`config.mk`:
```
export PLATFORM = sky130hd
export DESIGN_NAME = sd_cmd_sequencer
export DESIGN_NICKNAME = d
export VERILOG_FILES = /design/src/rtl/sdc_pkg.sv /design/src/rtl/sdc_tx_shifter.sv /design/src/rtl/sdc_rx_capture.sv /design/src/rtl/sd_cmd_sequencer.sv
export SDC_FILE = /design/constraint.sdc
export NUM_CORES = 1
export LEC_CHECK = 0
export BUFFER_PORTS_ARGS = -buffer_cell sky130_fd_sc_hd__buf_2
export CAP_MARGIN = 20
export CORE_MARGIN = 8
export CORE_UTILIZATION = 35
export DETAILED_ROUTE_END_ITERATION = 7
export GPL_TIMING_DRIVEN = 0
export PLACE_DENSITY = 0.52
export SKIP_CTS_REPAIR_TIMING = 1
export SYNTH_ARGS = -nofsm -noshare
export SYNTH_HDL_FRONTEND = slang
export SYNTH_HIERARCHICAL = 1
export SYNTH_SLANG_ARGS = --single-unit
```
`constraint.sdc`:
```
create_clock -name clk -period 2.7 [get_ports clk]
set_clock_uncertainty 0.2 [all_clocks]
set_input_delay 0 -clock clk [delete_from_list [all_inputs] [get_ports clk]]
set_output_delay 0 -clock clk [all_outputs]
set_load 0.1 [all_outputs]
```
`src/rtl/sdc_pkg.sv`:
```
package sdc_pkg;

    typedef enum logic [2:0] {
        ST_IDLE = 3'd0,
        ST_SEND = 3'd1,
        ST_WAIT = 3'd2,
        ST_RECV = 3'd3,
        ST_GAP  = 3'd4,
        ST_HOLD = 3'd5
    } sdc_state_e;

    typedef enum logic [1:0] {
        RSP_NONE  = 2'd0,
        RSP_LONG  = 2'd1,
        RSP_SHORT = 2'd2
    } rsp_len_e;

    localparam int CMD_BITS   = 48;
    localparam int SHORT_BITS = 48;
    localparam int LONG_BITS  = 136;
    localparam int CRC_SPAN   = 40;
    localparam int WORD_W     = 32;
    localparam int KEEP_BITS  = 4 * WORD_W;

    function automatic rsp_len_e decode_rsp(input logic [1:0] code);
        rsp_len_e r;
        case (code)
            2'b00:   r = RSP_NONE;
            2'b01:   r = RSP_LONG;
            default: r = RSP_SHORT;
        endcase
        return r;
    endfunction

    // CRC7, polynomial x^7 + x^3 + 1, zero seed, MSB first
    function automatic logic [6:0] crc7_calc(input logic [CRC_SPAN-1:0] d);
        logic [6:0] c;
        logic       fb;
        c = '0;
        for (int i = CRC_SPAN - 1; i >= 0; i--) begin
            fb = d[i] ^ c[6];
            c  = {c[5:0], 1'b0};
            if (fb) c = c ^ 7'h09;
        end
        return c;
    endfunction

endpackage

```
`src/rtl/sdc_tx_shifter.sv`:
```
module sdc_tx_shifter
    import sdc_pkg::*;
(
    input  logic        clk,
    input  logic        rst,
    input  logic        load,
    input  logic        shift,
    input  logic [5:0]  idx,
    input  logic [31:0] arg,
    output logic        bit_out
);

    logic [CMD_BITS-1:0] sh;
    logic [CRC_SPAN-1:0] head;

    assign head = {2'b01, idx, arg};

    always_ff @(posedge clk) begin
        if (rst)
            sh <= '1;
        else if (load)
            sh <= {head, crc7_calc(head), 1'b1};
        else if (shift)
            sh <= {sh[CMD_BITS-2:0], 1'b1};
    end

    assign bit_out = sh[CMD_BITS-1];

endmodule

```
`src/rtl/sdc_rx_capture.sv`:
```
module sdc_rx_capture
    import sdc_pkg::*;
(
    input  logic              clk,
    input  logic              rst,
    input  logic              clear,
    input  logic              shift,
    input  logic              finish,
    input  logic              is_long,
    input  logic              bit_in,
    output logic [WORD_W-1:0] w0,
    output logic [WORD_W-1:0] w1,
    output logic [WORD_W-1:0] w2,
    output logic [WORD_W-1:0] w3,
    output logic              crc_bad
);

    // only the last 128 bits of any reply are kept; a short reply fits inside
    logic [KEEP_BITS-2:0] rx;
    logic [KEEP_BITS-1:0] nx;

    assign nx = {rx, bit_in};

    always_ff @(posedge clk) begin
        if (rst || clear) begin
            rx      <= '0;
            w0      <= '0;
            w1      <= '0;
            w2      <= '0;
            w3      <= '0;
            crc_bad <= 1'b0;
        end else begin
            if (shift) rx <= nx[KEEP_BITS-2:0];
            if (finish) begin
                if (is_long) begin
                    w3      <= nx[4*WORD_W-1:3*WORD_W];
                    w2      <= nx[3*WORD_W-1:2*WORD_W];
                    w1      <= nx[2*WORD_W-1:WORD_W];
                    w0      <= nx[WORD_W-1:0];
                    crc_bad <= 1'b0;
                end else begin
                    w0      <= nx[SHORT_BITS-9:8];
                    w1      <= {{(WORD_W-6){1'b0}}, nx[SHORT_BITS-3:SHORT_BITS-8]};
                    w2      <= '0;
                    w3      <= '0;
                    crc_bad <= (crc7_calc(nx[SHORT_BITS-1:8]) != nx[7:1]);
                end
            end
        end
    end

endmodule

```
`src/rtl/sd_cmd_sequencer.sv`:
```
module sd_cmd_sequencer
    import sdc_pkg::*;
#(
    parameter int TIMEOUT_CLKS = 64,
    parameter int GAP_CLKS     = 8
) (
    input  logic        clk,
    input  logic        rst,
    input  logic        start_req,
    input  logic [5:0]  cmd_index,
    input  logic [31:0] cmd_arg,
    input  logic [1:0]  resp_kind,
    input  logic        cmd_in,
    output logic        cmd_out,
    output logic        cmd_oe,
    output logic [2:0]  state_o,
    output logic        cmd_done,
    output logic        resp_done,
    output logic        resp_timeout,
    output logic        resp_crc_err,
    output logic [31:0] resp_w0,
    output logic [31:0] resp_w1,
    output logic [31:0] resp_w2,
    output logic [31:0] resp_w3
);

    localparam int MAX_A   = (LONG_BITS > TIMEOUT_CLKS) ? LONG_BITS : TIMEOUT_CLKS;
    localparam int CNT_MAX = (MAX_A > GAP_CLKS) ? MAX_A : GAP_CLKS;
    localparam int CNT_W   = $clog2(CNT_MAX + 1);

    sdc_state_e       st;
    rsp_len_e         len_q;
    logic [CNT_W-1:0] cnt;
    logic             go, rx_hit, rx_last, tx_bit;

    assign go      = (st == ST_IDLE) && start_req;
    assign rx_hit  = (st == ST_WAIT) && !cmd_in;
    assign rx_last = (st == ST_RECV) &&
                     (cnt == ((len_q == RSP_LONG) ? CNT_W'(LONG_BITS - 1)
                                                  : CNT_W'(SHORT_BITS - 1)));

    always_ff @(posedge clk) begin
        if (rst) begin
            st           <= ST_IDLE;
            len_q        <= RSP_NONE;
            cnt          <= '0;
            cmd_done     <= 1'b0;
            resp_done    <= 1'b0;
            resp_timeout <= 1'b0;
        end else begin
            case (st)
                ST_IDLE: if (start_req) begin
                    st           <= ST_SEND;
                    cnt          <= '0;
                    len_q        <= decode_rsp(resp_kind);
                    cmd_done     <= 1'b0;
                    resp_done    <= 1'b0;
                    resp_timeout <= 1'b0;
                end
                ST_SEND: if (cnt == CNT_W'(CMD_BITS - 1)) begin
                    cmd_done <= 1'b1;
                    cnt      <= '0;
                    st       <= (len_q == RSP_NONE) ? ST_GAP : ST_WAIT;
                end else begin
                    cnt <= cnt + 1'b1;
                end
                ST_WAIT: if (!cmd_in) begin
                    st  <= ST_RECV;
                    cnt <= CNT_W'(1);
                end else if (cnt == CNT_W'(TIMEOUT_CLKS - 1)) begin
                    resp_timeout <= 1'b1;
                    st           <= ST_HOLD;
                end else begin
                    cnt <= cnt + 1'b1;
                end
                ST_RECV: if (rx_last) begin
                    resp_done <= 1'b1;
                    st        <= ST_HOLD;
                end else begin
                    cnt <= cnt + 1'b1;
                end
                ST_GAP: if (cnt == CNT_W'(GAP_CLKS - 1)) st <= ST_HOLD;
                        else cnt <= cnt + 1'b1;
                ST_HOLD: if (!start_req) st <= ST_IDLE;
                default: st <= ST_IDLE;
            endcase
        end
    end

    sdc_tx_shifter u_tx (
        .clk     (clk),
        .rst     (rst),
        .load    (go),
        .shift   (st == ST_SEND),
        .idx     (cmd_index),
        .arg     (cmd_arg),
        .bit_out (tx_bit)
    );

    sdc_rx_capture u_rx (
        .clk     (clk),
        .rst     (rst),
        .clear   (go),
        .shift   (rx_hit || (st == ST_RECV)),
        .finish  (rx_last),
        .is_long (len_q == RSP_LONG),
        .bit_in  (cmd_in),
        .w0      (resp_w0),
        .w1      (resp_w1),
        .w2      (resp_w2),
        .w3      (resp_w3),
        .crc_bad (resp_crc_err)
    );

    assign cmd_oe  = (st == ST_SEND);
    assign cmd_out = cmd_oe ? tx_bit : 1'b1;
    assign state_o = st;

endmodule

```
Word level (Yosys, flattened, before mapping)
Cells that the tools add are included.
Storage, ports and cells
  bits of input ports: 44
  memory bits (read-only): 0
  bits in latches: 0
  RAM bits: 0
  memories: 0
  logic and storage cells: 525
  bits in registers: 319
Cells by class
  multipliers: 0
  equal/unequal tests: 23
  $add $sub $neg: 1
  order comparisons: 0
  div/mod/pow operators: 0
  reduce and logical (&&, ||, !) cells: 21
  mux-type cells: 311
  shift-type cells: 0
  bitwise operators: 155
Operators by type and width (number)
  7-bit 2-to-1 mux: 198
  4-bit 2-to-1 mux: 79
  2-bit inverter: 78
  32-bit 2-to-1 mux: 4
  48-bit 2-to-1 mux: 2
  1-bit bitwise XOR: 77
  8-bit 2-to-1 mux: 7
  8-bit case mux with 5 select lines: 1
  3-bit 2-to-1 mux: 8
  3-bit case mux with 6 select lines: 1
  8-bit by 6-bit equality test with 1-bit output (second input constant): 2
  2-bit inequality test (second input constant): 7
  8-bit by 1-bit adder with 8-bit output (second input constant): 1
  8-bit by 3-bit equality test with 1-bit output (second input constant): 1
  8-bit equality test: 1
  2-bit nonzero test: 4
  1-bit 2-to-1 mux: 7
  7-bit inequality test: 1
  3-bit by 2-bit equality test with 1-bit output (second input constant): 2
  3-bit equality test (second input constant): 2
  1-bit case mux with 2 select lines: 3
  3-bit AND reduction: 2
  6-bit AND reduction: 1
  5-bit AND reduction: 1
  other kinds (15): 21

Depth between registers and ports, before layout
  word-level depth: 203
  depth in mapped cells: 10

Hierarchy
The synthesis kept the hierarchy.
By module, submodules not included
  sdc_rx_capture: seq. area each 5124.9 um2, times used 1, cells an instance 1077, area each 10637.7 um2
  sdc_tx_shifter: seq. area each 940.9 um2, times used 1, cells an instance 262, area each 3057.9 um2
  sd_cmd_sequencer: seq. area each 320.3 um2, times used 1, cells an instance 136, area each 1073.5 um2

Least setup slack after synthesis
No wires, ideal clock.
  path type: reg-to-reg
  from: register st[0] (netlist: state_o[0])
  to: register u_tx.sh[3]
  arrival time: 5.071 ns
  cell stages (with the launch flop): 10
  setup time: 0.123 ns
  slack: -2.695 ns
  clock period less this slack: 5.395 ns
  cell sequence: dfxtp_1 buf_2 inv_1 nor3_1 buf_1 buf_1 nor2b_1 a211oi_1 a21oi_1 or2_2
On the way
  elaborated cells between the ends (all ways): 5
  classes of those cells: 1 x eq/ne; 1 x mux; 3 x reduce/logical
RTL lines
  start, declared: RTL line sd_cmd_sequencer.sv:31  | sdc_state_e st;
  start signal, assigned: RTL line sd_cmd_sequencer.sv:63  | st <= (len_q == RSP_NONE) ? ST_GAP : ST_WAIT;
  3-bit by 1-bit equality test with 1-bit output
  named net cmd_oe: RTL line sd_cmd_sequencer.sv:15  | output logic cmd_oe,
  2-bit nonzero test (no source line)
  end signal, assigned: RTL line sdc_tx_shifter.sv:22  | sh <= {head, crc7_calc(head), 1'b1};
  end signal, assigned: RTL line sdc_tx_shifter.sv:24  | sh <= {sh[CMD_BITS-2:0], 1'b1};
  end, declared: RTL line sdc_tx_shifter.sv:13  | logic [CMD_BITS-1:0] sh;
The timed path passes the listed nets, and every way through them passes these cells.
A chain may end at the register's enable or synchronous reset.

Worst setup path after layout
  from: register u_rx.rx[45]
  to: register u_rx.crc_bad
On the way
  cells in the longest elaborated chain, start to end: 155
  elaborated cells between the ends (all ways): 215
  classes of those cells: 1 x eq/ne; 157 x mux; 57 x bitwise
Ends and longest elaborated chain
  start, declared: RTL line sdc_rx_capture.sv:19  | logic [KEEP_BITS-2:0] rx;
  start signal, assigned: RTL line sdc_rx_capture.sv:33  | if (shift) rx <= nx[KEEP_BITS-2:0];
  1-bit bitwise XOR (*): RTL line sdc_pkg.sv:41  | fb = d[i] ^ c[6];
  4-bit 2-to-1 mux (*): RTL line sdc_pkg.sv:43  | if (fb) c = c ^ 7'h09;
  7-bit 2-to-1 mux (*): RTL line sdc_rx_capture.sv:35  | if (is_long) begin
  7-bit 2-to-1 mux (*): RTL line sdc_rx_capture.sv:34  | if (finish) begin
  7-bit 2-to-1 mux (*): RTL line sdc_rx_capture.sv:25  | if (rst || clear) begin
  4-bit 2-to-1 mux: RTL line sdc_pkg.sv:43
  7-bit 2-to-1 mux (*): RTL line sdc_rx_capture.sv:35
  7-bit 2-to-1 mux (*): RTL line sdc_rx_capture.sv:34
  (+139 left out)
  7-bit 2-to-1 mux (*): RTL line sdc_rx_capture.sv:25
  2-bit inverter (no source line)
  4-bit 2-to-1 mux: RTL line sdc_pkg.sv:43
  7-bit 2-to-1 mux (*): RTL line sdc_rx_capture.sv:35
  7-bit 2-to-1 mux (*): RTL line sdc_rx_capture.sv:34
  7-bit 2-to-1 mux (*): RTL line sdc_rx_capture.sv:25
  7-bit inequality test (*): RTL line sdc_rx_capture.sv:46  | crc_bad <= (crc7_calc(nx[SHORT_BITS-1:8]) != nx[7:1]);
  1-bit 2-to-1 mux (*): RTL line sdc_rx_capture.sv:35
  end signal, assigned: RTL line sdc_rx_capture.sv:46
  end, declared: RTL line sdc_rx_capture.sv:15  | output logic crc_bad
Mark *: on every way between the ends. The rest lies on a longest branch, timed or not. The select of a mux whose other input is x is not followed.

==> run metrics <==
Critical Path Start Type flop; synthesized area 14,800 sq um; Final Cycle Share 106%; Leak Pwr 6.91 nW; Fillers 4,058; post-layout min period 2.87 ns; crit path DAT 3.10 ns; # IOs 181; WL per Instance 17.4 microns; most frequent cells in the layout dfxtp_1, mux2i_1, buf_2, nor2_1, nand2b_1; HP Class in -> reg; RSZ-0062 raised after global routing true; outcome finished with violations; register area share after synthesis 43.2%; Total GRT Usage 15.7%; Netlist cell types 70; remaining antenna violation count 0; setup slack after layout -0.169 ns; final slew viol count 0; Hold WS 0.0603 ns; pwr dens 726 nW/um^2; Peak VDD IR 0.412 mV; Max transition margin 45.7%; largest net degree at the start of global routing 16; Mapped Nets 1,521; Final #Nets 1,791; layout cells sized above 1 23.7%; Max stage delay cell, worst path xnor3_2; Util after Layout 44.3%; Critical Path End Type flop; die area 49,000 sq um; Max clock buf depth 3; Primary FF master, synth dfxtp_1; Least-Margin Pin Slew 0.814 ns; synth top area cells dfxtp_1, mux2i_1, nand2b_1; ys async rst share 0%; row count 75; via count 11,100; Skew-Pair Late Insertion Delay 0.55 ns; cts bufs inserted 38; vias in the first global route 11,200; Max Freq 0.349 GHz; Detailed Route Iter0 Violations 637; Power Total 0.0134 W; EDFF count, synth 0; Die Y 221 microns; critical path class reg -> reg; Critical Path Fanout Max 3; port buffer count 180; hpwl dp 29,100 microns; max-cap violations 0; Final setup viols 1; htree depth 2; warning count from the yosys run 6; antenna violations before repair 2; die span in x 221 microns; core box area 41,800 sq um; Fin. Hold Viols 0; Yosys top cell area share 43.2%; Cell Chain, Critical Path xnor3_2 -> buf_4 -> xor3_1 -> xnor2_2 -> xor3_1 -> xnor2_2 -> mux2i_1 -> o41ai_2 -> o21ai_1; cell type with the largest total area after synthesis dfxtp_1; Via density 4.80; CP required 2.93 ns; final wirelength 40,200 microns; FF+latch count, synth 319; Pre-Repair DR Iteration Count 5; gpl congestion 0.819; register clock-pin slew on the reported worst setup and hold paths 0.06 ns; Root Buffer clkbuf_16; remaining global-route overflow 0; Initial Util 35.4%; CP max stage delay 0.49 ns; area grow syn2layout 25.2%; # DRC 0; worst slack at placement -0.731 ns; CTS tree yes; clock sink total 319; failing checks setup timing; Setup TNS -0.169 ns; first-pass GRT wire length 62,700 microns; syn avg cell area 10.0 sq um; synthesized instance count 1,475; commonest non-fill, non-tap cell in the layout dfxtp_1
## metrics by stage
stage | area [sq um] | cells
final | 18500 | 2313
after global routing | 18500 | 2313
after CTS | 17700 | 2262
after detailed placement | 16400 | 2194
after global placement | 16400 | 2194
after floorplan | 14900 | 1475
## final cells by class
class / count / area, sq um / area share [%]
Inverter: 7 / 28.8 / 0.156
Multi-Input combinational cell: 1027 / 8020 / 43.3
Tap cell: 539 / 674 / 3.65
Clock inverter: 12 / 129 / 0.697
Sequential cell: 319 / 6420 / 34.7
Buffer: 118 / 649 / 3.51
Timing Repair Buffer: 234 / 1420 / 7.69
Antenna cell: 1 / 2.50 / 0.0135
Clock buffer: 56 / 1150 / 6.22
## sequential cells by signal (all words and copies together) (netlist names), 2 cells and up
| signal | flops |
|---|---|
| u_rx/w3 | 32 |
| u_rx/w2 | 32 |
| cnt | 8 |
| len_q | 2 |
| state_o | 3 |
| u_rx/rx | 127 |
| u_tx/sh | 47 |
| u_rx/w1 | 32 |
| u_rx/w0 | 32 |
## cell families after synthesis
family / share of synthesized area, %
fa+ha+maj: 0.169
buf+inv: 3.83
mux: 17.2
simple gates: 16.3
xor+xnor: 11.7
flops: 43.2
compound gates: 7.56
## worst paths after layout
check | startpoint | to | slack (ns) | depth (start not counted)
hold / removal | cmd_arg[10] | u_tx/sh[18] | 0.06 | 4
hold reg to reg | cmd_done | cmd_done | 0.25 | 2
setup / recovery | u_rx/rx[45] | u_rx/crc_bad | -0.17 | 9
setup reg to reg | u_rx/rx[45] | u_rx/crc_bad | -0.17 | 9
## power breakdown
part	internal (W)	total [W]	switching (W)
clock	0.00315	0.00519	0.00204
combinational	0.00152	0.00323	0.00171
sequential	0.00489	0.00500	0.000109
total	0.00955	0.0134	0.00386
## routing by layer
metal,track usage (%),part of all wire [%]
met5,0,0
met4,4.94,2.2
met3,3.60,5.1
met2,25.6,46
met1,20.4,47
## Yosys cell counts, types with 3 or more instances
cell / count
clkbuf_8: 3
buf_2: 8
nor3_1: 7
a31oi_1: 3
xor2_1: 20
o21ai_0: 5
nor4b_1: 3
nand2b_1: 133
nand3b_1: 3
nand3_1: 99
xnor2_2: 11
or3_1: 3
xor3_1: 4
nand2_1: 11
nor2_1: 181
mux2i_1: 211
buf_1: 23
or2_2: 3
buf_6: 5
mux2_2: 38
nor2b_1: 5
xnor2_1: 51
a211oi_1: 48
clkbuf_1: 82
a211o_1: 3
and2_2: 3
dfxtp_1: 319
inv_1: 7
xnor3_2: 12
xnor3_1: 20
a21oi_1: 101
o32ai_1: 3
## critical path, delay by kind of cell, from the launching register on
family,cells,cell delay [ns]
AO/OA/AOI/OAI,2,0.44
XOR/XNOR,5,1.46
buffers and inverters,1,0.17
flip-flops,1,0.33
multiplexers,1,0.14
No activity file was read; power rests on OpenSTA's default activity.
